## config.mk

```make
export PLATFORM = sky130hd
export DESIGN_NAME = spare_ecc_unit
export DESIGN_NICKNAME = d
export VERILOG_FILES = /design/src/rtl/spare_pkg.sv /design/src/rtl/spare_erase_census.sv /design/src/rtl/spare_wait_timer.sv /design/src/rtl/spare_pad_stream.sv /design/src/rtl/spare_ecc_unit.sv
export SDC_FILE = /design/constraint.sdc
export NUM_CORES = 1
export LEC_CHECK = 0
export CORE_MARGIN = 4
export CORE_UTILIZATION = 50
export DETAILED_ROUTE_END_ITERATION = 8
export DONT_BUFFER_PORTS = 1
export PLACE_DENSITY = 0.68
export SYNTH_ARGS = -nofsm -noshare
export SYNTH_HDL_FRONTEND = slang
export SYNTH_SLANG_ARGS = --single-unit
export TNS_END_PERCENT = 20
```

## constraint.sdc

```tcl
create_clock -name clk -period 4.1 [get_ports clk]
set_input_delay 0.615 -clock clk [delete_from_list [all_inputs] [get_ports clk]]
set_output_delay 0.615 -clock clk [all_outputs]
set_load 0.05 [all_outputs]
```

## src/rtl/spare_pkg.sv

```systemverilog
// Shared types for the spare area packer/checker.
// Assumes: a single sequencer state type and fixed field codes seen at the ports.
package spare_pkg;

    typedef enum logic [3:0] {
        S_IDLE,
        S_RD_IN,
        S_D_GO,
        S_D_WAIT,
        S_PAD,
        S_M_GO,
        S_M_WAIT,
        S_WR_OUT,
        S_FIN
    } seq_state_t;

    localparam logic [1:0] FLD_META = 2'd0;
    localparam logic [1:0] FLD_DECC = 2'd1;
    localparam logic [1:0] FLD_MECC = 2'd2;

endpackage

```

## src/rtl/spare_erase_census.sv

```systemverilog
// Counts spare bytes and the bytes among them that are not 0xFF, and raises
// the erased-page flag one cycle after the final byte of the window.
// Assumes: the caller clears it before each window and feeds at most
// SPARE_BYTES strobes between clears.
module spare_erase_census #(
    parameter int SPARE_BYTES = 64,
    parameter int EMPTY_LIMIT = 2
) (
    input  logic       clk,
    input  logic       rst_n,
    input  logic       clear,
    input  logic       byte_valid,
    input  logic [7:0] byte_in,
    output logic       empty_q
);
    localparam int CW = $clog2(SPARE_BYTES + 1);

    logic [CW-1:0] seen_q;
    logic [CW-1:0] dirty_q;
    logic [CW-1:0] dirty_nx;

    // Running count of non-0xFF bytes including the current one.
    always_comb begin
        dirty_nx = dirty_q + CW'((byte_valid && byte_in != 8'hFF) ? 1 : 0);
    end

    // Window counters and the flag, updated on the last byte of the window.
    always_ff @(posedge clk) begin
        if (!rst_n) begin
            seen_q  <= '0;
            dirty_q <= '0;
            empty_q <= 1'b0;
        end else if (clear) begin
            seen_q  <= '0;
            dirty_q <= '0;
            empty_q <= 1'b0;
        end else if (byte_valid) begin
            seen_q  <= seen_q + 1'b1;
            dirty_q <= dirty_nx;
            if (seen_q == CW'(SPARE_BYTES - 1))
                empty_q <= (dirty_nx < CW'(EMPTY_LIMIT));
        end
    end


    dirty_bound_chk: assert property (@(posedge clk) disable iff (!rst_n)
        dirty_q <= seen_q);

endmodule

```

## src/rtl/spare_wait_timer.sv

```systemverilog
// Bounds a wait on the ECC engine: counts cycles while running and flags
// expiry when LIMIT cycles have passed since the last clear.
// Assumes: clear is pulsed before each wait.
module spare_wait_timer #(
    parameter int LIMIT = 1000
) (
    input  logic clk,
    input  logic rst_n,
    input  logic clear,
    input  logic run,
    output logic expired
);
    localparam int TW = $clog2(LIMIT + 1);

    logic [TW-1:0] cnt_q;

    assign expired = (cnt_q == TW'(LIMIT));

    // Cycle counter that saturates at the limit.
    always_ff @(posedge clk) begin
        if (!rst_n)                cnt_q <= '0;
        else if (clear)            cnt_q <= '0;
        else if (run && !expired)  cnt_q <= cnt_q + 1'b1;
    end


    expiry_source_chk: assert property (@(posedge clk) disable iff (!rst_n)
        $rose(expired) |-> $past(run));

endmodule

```

## src/rtl/spare_pad_stream.sv

```systemverilog
// Streams the padded metadata block: the metadata bytes in order followed by
// 0xFF filler up to PAD_BYTES bytes, one byte per cycle after a start pulse.
// Assumes: meta_in is stable while streaming; start is not repeated mid-stream.
module spare_pad_stream #(
    parameter int META_BYTES = 12,
    parameter int PAD_BYTES  = 512
) (
    input  logic                    clk,
    input  logic                    rst_n,
    input  logic                    start,
    input  logic [META_BYTES*8-1:0] meta_in,
    output logic                    pad_valid,
    output logic [7:0]              pad_byte,
    output logic                    pad_last
);
    localparam int PW = $clog2(PAD_BYTES);

    logic          active_q;
    logic [PW-1:0] idx_q;

    assign pad_valid = active_q;
    assign pad_last  = active_q && (idx_q == PW'(PAD_BYTES - 1));

    // Select a metadata byte while in the head of the block, filler after it.
    always_comb begin
        pad_byte = 8'hFF;
        for (int i = 0; i < META_BYTES; i++)
            if (idx_q == PW'(i)) pad_byte = meta_in[i*8 +: 8];
    end

    // Position counter for the stream.
    always_ff @(posedge clk) begin
        if (!rst_n) begin
            active_q <= 1'b0;
            idx_q    <= '0;
        end else if (start) begin
            active_q <= 1'b1;
            idx_q    <= '0;
        end else if (active_q) begin
            idx_q <= idx_q + 1'b1;
            if (pad_last) active_q <= 1'b0;
        end
    end


    pad_len_chk: assert property (@(posedge clk) disable iff (!rst_n)
        pad_last |=> !pad_valid);

endmodule

```

## src/rtl/spare_ecc_unit.sv

```systemverilog
// Spare area packer/checker. Read: classifies 64 incoming spare bytes, keeps
// the metadata, runs data then metadata decode on the engine, and reports a
// result code plus (possibly masked) metadata. Write: runs data then metadata
// encode, keeps returned parity and emits the 64-byte spare image.
// Assumes: the engine returns parity bytes (encode) before raising eng_done,
// main-data parity first; start_rd/start_wr are only honoured when idle.
module spare_ecc_unit import spare_pkg::*; #(
    parameter int META_BYTES  = 12,
    parameter int DECC_BYTES  = 40,
    parameter int MECC_BYTES  = 12,
    parameter int PAD_BYTES   = 512,
    parameter int EMPTY_LIMIT = 2,
    parameter int TMO_CYC     = 1000
) (
    input  logic                    clk,
    input  logic                    rst_n,
    input  logic                    start_rd,
    input  logic                    start_wr,
    input  logic                    wr_has_spare,
    input  logic [META_BYTES*8-1:0] host_meta,
    input  logic                    sp_in_valid,
    input  logic [7:0]              sp_in_byte,
    output logic                    fld_valid,
    output logic [1:0]              fld_id,
    output logic [7:0]              fld_byte,
    output logic                    sp_empty,
    output logic                    eng_start,
    output logic                    eng_kind,
    output logic                    eng_encode,
    input  logic                    eng_done,
    input  logic [3:0]              eng_result,
    input  logic                    eng_par_valid,
    input  logic [7:0]              eng_par_byte,
    output logic                    pad_valid,
    output logic [7:0]              pad_byte,
    output logic                    sp_out_valid,
    output logic [7:0]              sp_out_byte,
    output logic                    op_done,
    output logic [11:0]             res_code,
    output logic [META_BYTES*8-1:0] meta_out
);
    localparam int SPARE_BYTES = META_BYTES + DECC_BYTES + MECC_BYTES;
    localparam int PAR_BYTES   = DECC_BYTES + MECC_BYTES;
    localparam int BIW         = $clog2(SPARE_BYTES);
    localparam int PAW         = $clog2(PAR_BYTES + 1);
    localparam int MBW         = META_BYTES * 8;

    seq_state_t     state_q;
    logic           rd_op_q;
    logic [MBW-1:0] meta_q;
    logic [7:0]     par_buf [PAR_BYTES];
    logic [PAW-1:0] par_idx_q;
    logic [PAW-1:0] par_rd;
    logic [BIW-1:0] byte_idx_q;
    logic [3:0]     dnib_q;
    logic [3:0]     mnib_q;
    logic           err_q;
    logic           in_wait;
    logic           par_wr;
    logic           tmr_expired;
    logic           pad_start;
    logic           pad_last;
    logic           op_begin;

    assign op_begin  = (state_q == S_IDLE) && (start_rd || start_wr);
    assign in_wait   = (state_q == S_D_WAIT) || (state_q == S_M_WAIT);
    assign par_wr    = in_wait && !rd_op_q && eng_par_valid && (par_idx_q < PAW'(PAR_BYTES));
    assign pad_start = (state_q == S_D_WAIT) && eng_done;

    // Port-facing strobes and codes derived from the sequencer state.
    always_comb begin
        fld_valid    = (state_q == S_RD_IN) && sp_in_valid;
        fld_byte     = sp_in_byte;
        if (byte_idx_q < BIW'(META_BYTES))                   fld_id = FLD_META;
        else if (byte_idx_q < BIW'(META_BYTES + DECC_BYTES)) fld_id = FLD_DECC;
        else                                                 fld_id = FLD_MECC;
        eng_start    = (state_q == S_D_GO) || (state_q == S_M_GO);
        eng_kind     = (state_q == S_M_GO) || (state_q == S_M_WAIT);
        eng_encode   = !rd_op_q;
        sp_out_valid = (state_q == S_WR_OUT);
        op_done      = (state_q == S_FIN);
        res_code     = {mnib_q, dnib_q, 2'b00, rd_op_q & sp_empty, err_q};
        meta_out     = (rd_op_q && (mnib_q[0] || err_q)) ? {MBW{1'b1}} : meta_q;
    end

    // Outgoing spare image byte: metadata head, then stored parity.
    always_comb begin
        par_rd      = PAW'(byte_idx_q - BIW'(META_BYTES));
        sp_out_byte = par_buf[par_rd];
        for (int i = 0; i < META_BYTES; i++)
            if (byte_idx_q == BIW'(i)) sp_out_byte = meta_q[i*8 +: 8];
    end

    // Parity storage (data array, no reset needed).
    always_ff @(posedge clk) begin
        if (par_wr) par_buf[par_idx_q] <= eng_par_byte;
    end

    // Operation sequencer: capture, data step, pad, metadata step, output.
    always_ff @(posedge clk) begin
        if (!rst_n) begin
            state_q    <= S_IDLE;
            rd_op_q    <= 1'b0;
            meta_q     <= '0;
            par_idx_q  <= '0;
            byte_idx_q <= '0;
            dnib_q     <= '0;
            mnib_q     <= '0;
            err_q      <= 1'b0;
        end else begin
            case (state_q)
                S_IDLE: begin
                    if (op_begin) begin
                        rd_op_q    <= start_rd;
                        byte_idx_q <= '0;
                        dnib_q     <= '0;
                        mnib_q     <= '0;
                        err_q      <= 1'b0;
                        if (start_rd) begin
                            state_q <= S_RD_IN;
                        end else begin
                            meta_q  <= wr_has_spare ? host_meta : {MBW{1'b1}};
                            state_q <= S_D_GO;
                        end
                    end
                end
                S_RD_IN: begin
                    if (sp_in_valid) begin
                        for (int i = 0; i < META_BYTES; i++)
                            if (byte_idx_q == BIW'(i)) meta_q[i*8 +: 8] <= sp_in_byte;
                        byte_idx_q <= byte_idx_q + 1'b1;
                        if (byte_idx_q == BIW'(SPARE_BYTES - 1)) state_q <= S_D_GO;
                    end
                end
                S_D_GO: begin
                    par_idx_q <= '0;
                    state_q   <= S_D_WAIT;
                end
                S_D_WAIT: begin
                    if (par_wr) par_idx_q <= par_idx_q + 1'b1;
                    if (eng_done) begin
                        if (rd_op_q) dnib_q <= eng_result;
                        state_q <= S_PAD;
                    end else if (tmr_expired) begin
                        err_q   <= 1'b1;
                        state_q <= S_FIN;
                    end
                end
                S_PAD: begin
                    if (pad_last) state_q <= S_M_GO;
                end
                S_M_GO: begin
                    par_idx_q <= PAW'(DECC_BYTES);
                    state_q   <= S_M_WAIT;
                end
                S_M_WAIT: begin
                    if (par_wr) par_idx_q <= par_idx_q + 1'b1;
                    if (eng_done) begin
                        if (rd_op_q) mnib_q <= eng_result;
                        byte_idx_q <= '0;
                        state_q    <= rd_op_q ? S_FIN : S_WR_OUT;
                    end else if (tmr_expired) begin
                        err_q   <= 1'b1;
                        state_q <= S_FIN;
                    end
                end
                S_WR_OUT: begin
                    byte_idx_q <= byte_idx_q + 1'b1;
                    if (byte_idx_q == BIW'(SPARE_BYTES - 1)) state_q <= S_FIN;
                end
                S_FIN:   state_q <= S_IDLE;
                default: state_q <= S_IDLE;
            endcase
        end
    end

    spare_erase_census #(
        .SPARE_BYTES (SPARE_BYTES),
        .EMPTY_LIMIT (EMPTY_LIMIT)
    ) u_census (
        .clk        (clk),
        .rst_n      (rst_n),
        .clear      (op_begin),
        .byte_valid (fld_valid),
        .byte_in    (sp_in_byte),
        .empty_q    (sp_empty)
    );

    spare_wait_timer #(
        .LIMIT (TMO_CYC)
    ) u_timer (
        .clk     (clk),
        .rst_n   (rst_n),
        .clear   (eng_start),
        .run     (in_wait),
        .expired (tmr_expired)
    );

    spare_pad_stream #(
        .META_BYTES (META_BYTES),
        .PAD_BYTES  (PAD_BYTES)
    ) u_pad (
        .clk       (clk),
        .rst_n     (rst_n),
        .start     (pad_start),
        .meta_in   (meta_q),
        .pad_valid (pad_valid),
        .pad_byte  (pad_byte),
        .pad_last  (pad_last)
    );


    eng_go_pulse_chk: assert property (@(posedge clk) disable iff (!rst_n)
        eng_start |=> !eng_start);


    done_pulse_chk: assert property (@(posedge clk) disable iff (!rst_n)
        op_done |=> !op_done);


    stream_excl_chk: assert property (@(posedge clk) disable iff (!rst_n)
        !(fld_valid && sp_out_valid));


    meta_mask_chk: assert property (@(posedge clk) disable iff (!rst_n)
        (op_done && res_code[8]) |-> (meta_out == {MBW{1'b1}}));


    image_after_encode_chk: assert property (@(posedge clk) disable iff (!rst_n)
        $rose(sp_out_valid) |-> $past(eng_done));

endmodule

```

==> results of run 1 <==
state kept, by name, indices dropped and copies added (netlist names):
register	flops
u_pad.idx_q	9
dnib_q	4
u_census.dirty_q	7
state_q	4
mnib_q	4
u_pad.pad_valid	1
u_timer.cnt_q	10
meta_q	96
par_idx_q	6
byte_idx_q	6
rd_op_q	1
u_census.seen_q	7
u_census.empty_q	1
par_buf	416
err_q	1
power by group:
part / internal [uW] / switching [uW]
combinational: 1690 / 4610
sequential: 6720 / 1080
clock: 3020 / 2270
total: 11400 / 7950
area by class of cell:
cell class | instances | area [um^2]
Clock buffer | 76 | 1600
Clock inverter | 34 | 314
Fill cell | 4287 | 22700
Inverter | 36 | 135
Multi-Input combinational cell | 1404 | 10500
Sequential cell | 573 | 15600
Tap cell | 688 | 861
Timing Repair Buffer | 117 | 997
cell families after synthesis:
| group | count (synthesis) | share of synthesized area |
|---|---|---|
| AND/OR/NAND/NOR | 697 | 0.128 |
| flip-flops | 573 | 0.584 |
| AO/OA/AOI/OAI | 504 | 0.133 |
| buffers and inverters | 194 | 0.0311 |
| multiplexers | 148 | 0.103 |
| XOR/XNOR | 33 | 0.0108 |
| adder cells (fa/ha/maj) | 20 | 0.00935 |
| other | 1 | 0.000140 |
placed cells by master, fill, tap and decap left out, drive strengths merged, types with 76 or more instances in the layout:
| cell | Yosys | routed |
|---|---|---|
| nand2 | 219 | 219 |
| dfxtp | 157 | 157 |
| nor2 | 187 | 187 |
| o211ai | 105 | 105 |
| mux4 | 101 | 101 |
| edfxtp | 416 | 416 |
| a21boi | 106 | 106 |
| nand2b | 91 | 91 |
| buf | 51 | 117 |
| clkbuf | 107 | 76 |
worst max-delay path, cell delays in order, from the launching register on:
cell	delay (ns)
dfxtp_4	0.42
clkinv_1	0.10
buf_4	0.21
ha_1	0.31
nand2_1	0.22
a21oi_1	0.17
a211o_1	0.29
a21oi_1	0.24
nor4bb_1	0.40
a32oi_2	0.25
buf_6	0.21
per-layer routing:
layer,vias to the layer above,GRT usage,routed length (um)
met5,-,0,0
met4,0,0.115,3760
met3,196,0.0505,7870
met2,1112,0.493,42200
met1,9563,0.396,33100
li1,8265,-,-
what timing repair did:
item / in CTS / in global routing
gates resized for setup: 20 / 25
hold endpoints to repair: 0 / 0
setup endpoints to repair: 8 / 12
pin swaps: 1 / 4
setup buffers: 5 / 2
worst paths after layout:
kind                   start             end  slack (ns)  depth (start not counted)
max            byte_idx_q[0]  sp_out_byte[1]        0.02                         10
max reg2reg       state_q[2]  par_buf[30][4]        0.70                          5
min reg2reg       meta_q[44]      meta_q[44]        0.46                          2
min          eng_par_byte[1]  par_buf[10][1]        0.07                          0
per-stage QoR:
step	total power [uW]	cell area (um^2)
after floorplan	12100	26800
after global placement	14000	27900
after detailed placement	14000	27900
after CTS	19300	29900
after global routing	20100	30100
final	19400	30100
==> impl_metrics.prom, run 1 <==
# TYPE chip_impl_metric gauge
chip_impl_metric{name="htree_levels",unit=""} 2
chip_impl_metric{name="total_number_of_clock_tree_sinks",unit=""} 573
chip_impl_metric{name="num_antenna_cells",unit=""} 0
chip_impl_metric{name="cts_buffers",unit=""} 59
chip_impl_metric{name="timing.hold.ws",unit="ns"} 0.0653
chip_impl_metric{name="worst-slew-pin-transition",unit="ns"} 1.23
chip_impl_metric{name="wl",unit="um"} 86800
chip_impl_info{name="setup.worst_path.start_class",value="flip-flop"} 1
chip_impl_info{name="synth.cells.most_frequent",value="edfxtp_1, nand2_1, nor2_1"} 1
chip_impl_metric{name="num-nets-final",unit=""} 2335
chip_impl_metric{name="die-width",unit="um"} 239
chip_impl_info{name="grt_setup_unrepaired",value="yes"} 1
chip_impl_metric{name="drt_iter0_drc",unit=""} 2250
chip_impl_info{name="yosys_most_used_dff",value="edfxtp_1"} 1
chip_impl_metric{name="synth_async_sr_flop_share",unit=""} 0
chip_impl_metric{name="detail-route-antenna-nets",unit=""} 0
chip_impl_metric{name="finalNonFillerCells",unit=""} 2928
chip_impl_metric{name="post_route_cells_drive_above_1_share",unit=""} 0.175
chip_impl_metric{name="final.period_utilization",unit=""} 0.995
chip_impl_metric{name="cts_max_path_buffers",unit=""} 3
chip_impl_info{name="synth_area_leader_cell",value="edfxtp_1"} 1
chip_impl_metric{name="num_io_pins",unit=""} 266
chip_impl_metric{name="final.setup_skew",unit="ns"} 0.0357
chip_impl_metric{name="maxSlewViolCount",unit=""} 0
chip_impl_metric{name="count_of_standard_cell_rows",unit=""} 84
chip_impl_metric{name="report.final.setup_viol",unit=""} 0
chip_impl_metric{name="postSynthCellCount",unit=""} 2170
chip_impl_info{name="clockRootBuffer",value="clkbuf_16"} 1
chip_impl_metric{name="synthToLayoutAreaGrowth",unit="%"} 12.4
chip_impl_metric{name="gp_routability_congestion",unit=""} 0.961
chip_impl_metric{name="ir_worst_vdd",unit="mV"} 0.414
chip_impl_metric{name="fin_util",unit=""} 0.570
chip_impl_metric{name="timing.final.crit_period",unit="ns"} 4.08
chip_impl_metric{name="synth-edff-count",unit=""} 416
chip_impl_metric{name="cap_viol_max_count",unit=""} 0
chip_impl_metric{name="routed_wire_length_per_instance",unit="um"} 29.7
chip_impl_metric{name="grt_max_degree",unit=""} 124
chip_impl_metric{name="antenna_found_initial",unit=""} 1
chip_impl_metric{name="totalNegativeSetupSlack",unit="ns"} 0
chip_impl_metric{name="cts.clk_slew.worst_paths",unit="ns"} 0.06
chip_impl_info{name="yosysMostFrequentCell",value="edfxtp_1"} 1
chip_impl_info{name="cts_tree",value="built"} 1
chip_impl_metric{name="port_buffers",unit=""} 0
chip_impl_info{name="critical_path.endpoint_type",value="primary output"} 1
chip_impl_metric{name="vias_in_the_first_global_route",unit=""} 18415
chip_impl_metric{name="maxSlewHeadroom",unit=""} 0.176
chip_impl_metric{name="worst_skew_pair.late_latency",unit="ns"} 0.64
chip_impl_metric{name="grt_pass1_wl",unit="um"} 126000
chip_impl_metric{name="via_density",unit=""} 6.54
chip_impl_metric{name="place.detailed.instances",unit=""} 2811
chip_impl_metric{name="dieArea",unit="um^2"} 57300
chip_impl_metric{name="cp_max_fo",unit=""} 9
chip_impl_metric{name="total_vias_in_the_final_route",unit=""} 19136
chip_impl_metric{name="hold_viol_final",unit=""} 0
chip_impl_metric{name="p_per_area",unit="nW/um^2"} 645
chip_impl_metric{name="worst-endpoint-required",unit="ns"} 3.48
chip_impl_metric{name="floorplan.initialDensity",unit=""} 0.507
chip_impl_info{name="status",value="complete, no violations"} 1
chip_impl_metric{name="synth_top_area_frac",unit=""} 0.467
chip_impl_metric{name="fmaxAchievable",unit="MHz"} 245
chip_impl_info{name="timing.setup.critical_path_class",value="flip-flop to primary output"} 1
chip_impl_metric{name="yosysWarningCount",unit=""} 0
chip_impl_metric{name="die_height",unit="um"} 239
chip_impl_metric{name="arrival",unit="ns"} 3.47
chip_impl_metric{name="setup_slack",unit="ns"} 0.0185
chip_impl_info{name="worst_hold_path_type",value="input pin to flip-flop"} 1
chip_impl_metric{name="grt-ovfl-total",unit=""} 0
chip_impl_metric{name="cellLeakagePower",unit="uW"} 0.00993
chip_impl_metric{name="groute.usage.overall",unit=""} 0.297
chip_impl_metric{name="post-route-drc-count",unit=""} 0
chip_impl_metric{name="place_ws",unit="ns"} 0.213
chip_impl_metric{name="fp.coreArea",unit="um^2"} 52800
chip_impl_metric{name="synth.avg_cell_area",unit="um^2"} 12.3
chip_impl_metric{name="hpwlAfterDp",unit="um"} 62500
chip_impl_metric{name="drt_first_pass_iters",unit=""} 6
chip_impl_metric{name="cts-hold-fix-buffers",unit=""} 0
chip_impl_metric{name="postSynthRegisterBits",unit=""} 573
chip_impl_info{name="netlist_top_cells_area",value="edfxtp_1, dfxtp_1, mux4_2"} 1
chip_impl_metric{name="cell_area_after_synthesis",unit="um^2"} 26800
chip_impl_metric{name="ys_seq_area_frac",unit=""} 0.584
chip_impl_metric{name="ys_types",unit=""} 85
(Power assumes the default switching activity.)
==> inputs of run 2 (changes only) <==
--- a/config.mk
+++ b/config.mk
@@ -7,9 +7,11 @@
 export LEC_CHECK = 0
 export CORE_MARGIN = 4
 export CORE_UTILIZATION = 50
+export CTS_BUF_LIST = sky130_fd_sc_hd__clkbuf_16
 export DETAILED_ROUTE_END_ITERATION = 8
 export DONT_BUFFER_PORTS = 1
 export PLACE_DENSITY = 0.68
+export SLEW_MARGIN = 10
 export SYNTH_ARGS = -nofsm -noshare
 export SYNTH_HDL_FRONTEND = slang
 export SYNTH_SLANG_ARGS = --single-unit
==> run 2 against run 1 <==
  * Core utilization down 0.12 points
  * Routed wire length about the same
  * Final area fell by 0.21%
  * Combinational power is essentially flat
  * Critical path type unchanged
==> impl_metrics.prom, run 2 (synthesized netlist as in run 1, its figures left out) <==
# TYPE chip_impl_metric gauge
chip_impl_metric{name="worst-slew-pin-transition",unit="ns"} 1.24
chip_impl_info{name="max_flop_register",value="par_buf"} 1
chip_impl_metric{name="timing.hold.worst_path_depth",unit=""} 0
chip_impl_metric{name="cts.clk_slew.worst_paths",unit="ns"} 0.06
chip_impl_metric{name="synthToLayoutAreaGrowth",unit="%"} 12.1
chip_impl_metric{name="cap_viol_max_count",unit=""} 0
chip_impl_metric{name="gp_routability_congestion",unit=""} 0.961
chip_impl_metric{name="final.setup_skew",unit="ns"} 0.0416
chip_impl_metric{name="place_ws",unit="ns"} 0.213
chip_impl_metric{name="finalNonFillerCells",unit=""} 2928
chip_impl_info{name="clockRootBuffer",value="clkbuf_16"} 1
chip_impl_metric{name="ir_worst_vdd",unit="mV"} 0.414
chip_impl_metric{name="groute.usage.overall",unit=""} 0.297
chip_impl_metric{name="wl",unit="um"} 86800
chip_impl_metric{name="grt-ovfl-total",unit=""} 0
chip_impl_metric{name="worstRegToRegCells",unit=""} 5
chip_impl_info{name="hold_path_end",value="par_buf[10][1]"} 1
chip_impl_info{name="most-common-layout-cells",value="edfxtp_1, nand2_1, nor2_1, dfxtp_1"} 1
chip_impl_metric{name="antenna_found_initial",unit=""} 1
chip_impl_metric{name="post-route-drc-count",unit=""} 0
chip_impl_info{name="grt_setup_unrepaired",value="yes"} 1
chip_impl_metric{name="maxSlewHeadroom",unit=""} 0.172
chip_impl_metric{name="cp_max_fo",unit=""} 23
chip_impl_metric{name="fp.coreArea",unit="um^2"} 52800
chip_impl_metric{name="floorplan.initialDensity",unit=""} 0.507
chip_impl_info{name="setup.worst_path.start_class",value="flip-flop"} 1
chip_impl_metric{name="num-nets-final",unit=""} 2335
chip_impl_metric{name="routed_wire_length_per_instance",unit="um"} 29.6
chip_impl_info{name="r2r_end",value="par_buf[30][4]"} 1
chip_impl_metric{name="grt_pass1_wl",unit="um"} 126000
chip_impl_metric{name="cts-hold-fix-buffers",unit=""} 0
chip_impl_metric{name="vias_in_the_first_global_route",unit=""} 18425
chip_impl_metric{name="hold_viol_final",unit=""} 0
chip_impl_metric{name="grt_max_degree",unit=""} 124
chip_impl_metric{name="grt.met2_usage",unit=""} 0.493
chip_impl_metric{name="worst-endpoint-required",unit="ns"} 3.48
chip_impl_info{name="cts_tree",value="built"} 1
chip_impl_metric{name="drt_iter0_drc",unit=""} 2275
chip_impl_info{name="worst_hold_path_type",value="input pin to flip-flop"} 1
chip_impl_info{name="status",value="complete, no violations"} 1
chip_impl_metric{name="arrival",unit="ns"} 3.48
chip_impl_metric{name="fin_total_pwr",unit="uW"} 19200
chip_impl_metric{name="setup_slack",unit="ns"} 0.0000553
chip_impl_metric{name="num_io_pins",unit=""} 266
chip_impl_metric{name="largest_register_ffs",unit=""} 416
chip_impl_metric{name="timing.hold.ws",unit="ns"} 0.0636
chip_impl_metric{name="die-width",unit="um"} 239
chip_impl_info{name="critical_path.endpoint_type",value="primary output"} 1
chip_impl_metric{name="total_number_of_clock_tree_sinks",unit=""} 573
chip_impl_metric{name="htree_levels",unit=""} 2
chip_impl_metric{name="cts_buffers",unit=""} 59
chip_impl_metric{name="fmaxAchievable",unit="MHz"} 244
chip_impl_info{name="regToRegStartpoint",value="state_q[2]"} 1
chip_impl_metric{name="port_buffers",unit=""} 0
chip_impl_metric{name="place_area",unit="um^2"} 27900
chip_impl_metric{name="drt_first_pass_iters",unit=""} 5
chip_impl_info{name="startpoint",value="byte_idx_q[0]"} 1
chip_impl_metric{name="cts_max_path_buffers",unit=""} 3
chip_impl_metric{name="num_antenna_cells",unit=""} 0
chip_impl_metric{name="report.final.setup_viol",unit=""} 0
chip_impl_metric{name="die_height",unit="um"} 239
chip_impl_info{name="final_common_cell",value="edfxtp_1"} 1
chip_impl_metric{name="total_vias_in_the_final_route",unit=""} 19151
chip_impl_metric{name="place.detailed.instances",unit=""} 2811
chip_impl_metric{name="dieArea",unit="um^2"} 57300
chip_impl_metric{name="p_per_area",unit="nW/um^2"} 641
chip_impl_metric{name="final_area",unit="um^2"} 30000
chip_impl_metric{name="via_density",unit=""} 6.54
chip_impl_info{name="gr-max-usage-layer",value="met2"} 1
chip_impl_metric{name="cellLeakagePower",unit="uW"} 0.00994
chip_impl_metric{name="timing.final.crit_period",unit="ns"} 4.10
chip_impl_metric{name="detail-route-antenna-nets",unit=""} 0
chip_impl_metric{name="maxSlewViolCount",unit=""} 0
chip_impl_metric{name="worst_skew_pair.late_latency",unit="ns"} 0.64
chip_impl_metric{name="use_met1",unit=""} 0.395
chip_impl_metric{name="grt.met3_usage",unit=""} 0.0505
chip_impl_metric{name="final.period_utilization",unit=""} 1.00
chip_impl_info{name="top_regs",value="par_buf x416, meta_q x96, u_timer.cnt_q x10"} 1
chip_impl_info{name="timing.setup.critical_path_class",value="flip-flop to primary output"} 1
chip_impl_metric{name="hpwlAfterDp",unit="um"} 62500
chip_impl_metric{name="post_route_cells_drive_above_1_share",unit=""} 0.173
chip_impl_metric{name="count_of_standard_cell_rows",unit=""} 84
chip_impl_info{name="hp-start",value="eng_par_byte[1]"} 1
chip_impl_metric{name="timing.reg2reg.setup_slack",unit="ns"} 0.70
==> run 2: cell types whose count changed in the layout (fill, tap and decap cells not counted) <==
cell / change
clkbuf_8: -6
inv_2: +2
clkbuf_1: -9
clkinv_1: +4
clkbuf_2: -2
inv_1: +11
==> run 2: metrics by stage <==
| stage | util | setup TNS [ns] |
|---|---|---|
| 6_report | 0.569 | 0 |
| 5_1_grt | 0.569 | -0.203 |
| 4_1_cts | 0.566 | -0.0112 |
| 3_5_place_dp | 0.529 | 0 |
| 3_3_place_gp | 0.529 | 0 |
| 2_1_floorplan | - | -0.540 |
==> run 2: final cells by class <==
| cell class | count | area [um^2] |
|---|---|---|
| clock buffer | 59 | 1480 |
| clock inverter | 51 | 378 |
| fill | 4294 | 22800 |
| inverter | 36 | 135 |
| multi-input combinational | 1404 | 10500 |
| sequential | 573 | 15600 |
| tap | 688 | 861 |
| timing repair buffer | 117 | 997 |
==> run 2: worst max-delay path by stage <==
stage / endpoint / slack [ns] / cells after the start
floorplan: sp_out_byte[4] / -0.13 / 12
global placement: sp_out_byte[5] / 0.23 / 9
detailed placement: sp_out_byte[5] / 0.21 / 9
CTS: sp_out_byte[1] / -0.006 / 11
global route: sp_out_byte[2] / -0.09 / 9
finish: sp_out_byte[2] / 0.00006 / 9
==> run 2: critical path: stages, from the launching register on <==
cell and delay (ns):
dfxtp_4 0.42, buf_12 0.24, buf_4 0.23, mux4_2 0.50, mux2_2 0.33, a21oi_1 0.16, a21oi_1 0.09, a31o_2 0.26
a221o_1 0.38, buf_4 0.21
==> run 2: timing repair <==
item | CTS | global route
hold endpoints to repair | 0 | 0
buffers inserted | 5 | 2
endpoints found under the setup margin | 8 | 12
gates resized for setup | 20 | 25
pin swaps | 1 | 4
==> run 2: metal layers <==
layer | part of all wire | wire (um)
met2 | 0.49 | 42200
met1 | 0.38 | 33200
met5 | 0 | 0
met3 | 0.088 | 7620
met4 | 0.044 | 3810
==> run 2: where the power goes <==
part,switching [uW],internal [uW],leakage (uW)
sequential,1070,6720,0.00502
combinational,4600,1690,0.00397
clock,2270,2870,0.000946
==> inputs of run 3 (changes only) <==
--- a/config.mk
+++ b/config.mk
@@ -8,9 +8,10 @@
 export CORE_MARGIN = 4
 export CORE_UTILIZATION = 50
 export CTS_BUF_LIST = sky130_fd_sc_hd__clkbuf_16
+export CTS_CLUSTER_DIAMETER = 60
 export DETAILED_ROUTE_END_ITERATION = 8
 export DONT_BUFFER_PORTS = 1
-export PLACE_DENSITY = 0.68
+export PLACE_DENSITY_LB_ADDON = 0.1
 export SLEW_MARGIN = 10
 export SYNTH_ARGS = -nofsm -noshare
 export SYNTH_HDL_FRONTEND = slang
==> run 3 against run 2 <==
  * Worst hold slack worse by 0.0090 ns
  * Fmax is 0.97% higher
  * Total power is 3.4% higher
  * Sequential share of layout area is 0.54 points lower
  * Global-route usage is 1.3 points higher
  * Critical path type unchanged
  * Largest cell class unchanged
  * Highest routed layer is now met5
==> impl_metrics.prom, run 3 (synthesized netlist as in run 1, its figures left out) <==
# TYPE chip_impl_metric gauge
chip_impl_metric{name="p_int",unit="uW"} 11700
chip_impl_metric{name="clock_power_share",unit=""} 0.281
chip_impl_metric{name="grt_max_degree",unit=""} 124
chip_impl_metric{name="floorplan.initialDensity",unit=""} 0.507
chip_impl_metric{name="grt-ovfl-total",unit=""} 0
chip_impl_metric{name="num_io_pins",unit=""} 266
chip_impl_metric{name="drt_first_pass_iters",unit=""} 7
chip_impl_info{name="grt_setup_unrepaired",value="yes"} 1
chip_impl_metric{name="place_area",unit="um^2"} 27900
chip_impl_metric{name="report.final.setup_viol",unit=""} 0
chip_impl_metric{name="post-route-drc-count",unit=""} 0
chip_impl_metric{name="final_area",unit="um^2"} 30300
chip_impl_metric{name="cts.clk_slew.worst_paths",unit="ns"} 0.07
chip_impl_metric{name="power_switching",unit="uW"} 8200
chip_impl_metric{name="p_per_area",unit="nW/um^2"} 656
chip_impl_info{name="critical_path.endpoint_type",value="primary output"} 1
chip_impl_metric{name="total_vias_in_the_final_route",unit=""} 18994
chip_impl_metric{name="groute.usage.overall",unit=""} 0.311
chip_impl_metric{name="final.setup_skew",unit="ns"} 0.0355
chip_impl_metric{name="fin_total_pwr",unit="uW"} 19900
chip_impl_metric{name="detail-route-antenna-nets",unit=""} 0
chip_impl_metric{name="routed_wire_length_per_instance",unit="um"} 31.0
chip_impl_metric{name="timing.hold.worst_path_depth",unit=""} 0
chip_impl_metric{name="die-width",unit="um"} 239
chip_impl_metric{name="sw_frac_of_total",unit=""} 0.412
chip_impl_metric{name="drt_iter0_drc",unit=""} 1996
chip_impl_metric{name="cp_max_fo",unit=""} 17
chip_impl_metric{name="total_number_of_clock_tree_sinks",unit=""} 573
chip_impl_metric{name="die_height",unit="um"} 239
chip_impl_metric{name="count_of_standard_cell_rows",unit=""} 84
chip_impl_metric{name="maxSlewViolCount",unit=""} 0
chip_impl_metric{name="antenna_found_initial",unit=""} 6
chip_impl_metric{name="hold_viol_final",unit=""} 0
chip_impl_info{name="top_regs",value="par_buf x416, meta_q x96, u_timer.cnt_q x10"} 1
chip_impl_metric{name="final.period_utilization",unit=""} 0.990
chip_impl_metric{name="totalNegativeSetupSlack",unit="ns"} 0
chip_impl_metric{name="largest_register_ffs",unit=""} 416
chip_impl_info{name="clockRootBuffer",value="clkbuf_16"} 1
chip_impl_metric{name="cts_max_path_buffers",unit=""} 3
chip_impl_metric{name="cap_viol_max_count",unit=""} 0
chip_impl_metric{name="fmaxAchievable",unit="MHz"} 246
chip_impl_metric{name="dieArea",unit="um^2"} 57300
chip_impl_info{name="final_common_cell",value="edfxtp_1"} 1
chip_impl_info{name="cts_tree",value="built"} 1
chip_impl_metric{name="vias_in_the_first_global_route",unit=""} 18427
chip_impl_metric{name="power_frac_seq",unit=""} 0.395
chip_impl_metric{name="maxSlewHeadroom",unit=""} 0.332
chip_impl_metric{name="worst_skew_pair.late_latency",unit="ns"} 0.65
chip_impl_metric{name="grt_pass1_wl",unit="um"} 130000
chip_impl_metric{name="synthToLayoutAreaGrowth",unit="%"} 13.3
chip_impl_metric{name="worstRegToRegCells",unit=""} 5
chip_impl_metric{name="timing.final.crit_period",unit="ns"} 4.06
chip_impl_info{name="most-common-layout-cells",value="edfxtp_1, nand2_1, nor2_1, dfxtp_1, buf_4"} 1
chip_impl_metric{name="worst-slew-pin-transition",unit="ns"} 0.998
chip_impl_metric{name="cts_buffers",unit=""} 60
chip_impl_metric{name="gp_routability_congestion",unit=""} 0.980
chip_impl_metric{name="hpwlAfterDp",unit="um"} 63000
chip_impl_info{name="max_flop_register",value="par_buf"} 1
chip_impl_metric{name="arrival",unit="ns"} 3.45
chip_impl_metric{name="power.share.combinational",unit=""} 0.324
chip_impl_metric{name="worst-endpoint-required",unit="ns"} 3.48
chip_impl_metric{name="wl",unit="um"} 90900
chip_impl_metric{name="cellLeakagePower",unit="uW"} 0.0101
chip_impl_metric{name="post_route_cells_drive_above_1_share",unit=""} 0.178
chip_impl_metric{name="port_buffers",unit=""} 0
chip_impl_metric{name="fp.coreArea",unit="um^2"} 52800
chip_impl_metric{name="num-nets-final",unit=""} 2337
chip_impl_info{name="setup.worst_path.start_class",value="flip-flop"} 1
chip_impl_metric{name="via_density",unit=""} 6.48
chip_impl_info{name="worst_hold_path_type",value="input pin to flip-flop"} 1
chip_impl_metric{name="htree_levels",unit=""} 2
chip_impl_info{name="timing.setup.critical_path_class",value="flip-flop to primary output"} 1
chip_impl_metric{name="ir_worst_vdd",unit="mV"} 0.376
chip_impl_info{name="status",value="complete, no violations"} 1
## run 3: cell count changes in the layout (fill, tap and decap cells not counted), moves of 4 or more
cell	delta
buf_12	-4
bufinv_16	+5
clkinv_1	-9
bufbuf_16	+4
## run 3: power by group through the flow
stage	sequential [uW]	clock [uW]	combinational, uW
final	7850	5590	6450
after global routing	7830	5920	6790
after detailed placement	7920	0	6240
after CTS	7800	5670	6350
after global placement	7920	0	6200
after floorplan	7160	0	4920
## run 3: worst max-delay path, cell delays in order (launching register included)
cell and delay (ns):
dfxtp_1 0.34, clkinv_1 0.14, ha_4 0.41, buf_16 0.18
nor2b_2 0.20, buf_4 0.16, a22oi_1 0.08, a32oi_1 0.31
a21oi_1 0.13, a31o_2 0.25, a221o_1 0.41, buf_6 0.20
## run 3: layout make-up
class | instances | area, um^2
Inverter | 36 | 135
Clock inverter | 51 | 539
Timing Repair Buffer | 118 | 1100
Fill cell | 4274 | 22400
Sequential cell | 573 | 15600
Multi-Input combinational cell | 1404 | 10500
Tap cell | 688 | 861
Clock buffer | 60 | 1500
Antenna cell | 1 | 2.50
## run 3: what timing repair did
action,4_1_cts,5_1_grt
gates resized for setup,23,19
endpoints found under the hold margin,0,0
endpoints found under the setup margin,8,8
hold buffers,0,0
pin swaps,2,4
cloned,4,0
buffers inserted,3,9
## run 3: path summary, 6_finish.rpt
| check | endpoint | slack [ns] | from |
|---|---|---|---|
| hold / removal | par_buf[43][0] | 0.05 | eng_par_byte[0] |
| setup reg to reg | par_buf[30][4] | 0.73 | state_q[2] |
| hold reg to reg | meta_q[66] | 0.46 | meta_q[66] |
| setup / recovery | sp_out_byte[2] | 0.04 | byte_idx_q[2] |
## run 3: metrics by stage
stage | hold slack, ns | instances | utilization | worst slack [ns]
after floorplan | 0.441 | 2171 | - | -0.129
after global placement | 0.446 | 2803 | 0.528 | 0.428
after detailed placement | 0.454 | 2803 | 0.528 | 0.382
after CTS | 0.0274 | 2921 | 0.572 | -0.00396
after global routing | 0.0341 | 2931 | 0.575 | -0.0163
final | 0.0547 | 2931 | 0.575 | 0.0393
## run 3: layer usage
metal / part of all wire / global-route usage
met5: 0.00035 / 0
met3: 0.074 / 0.0554
met1: 0.41 / 0.421
met2: 0.48 / 0.507
met4: 0.041 / 0.116
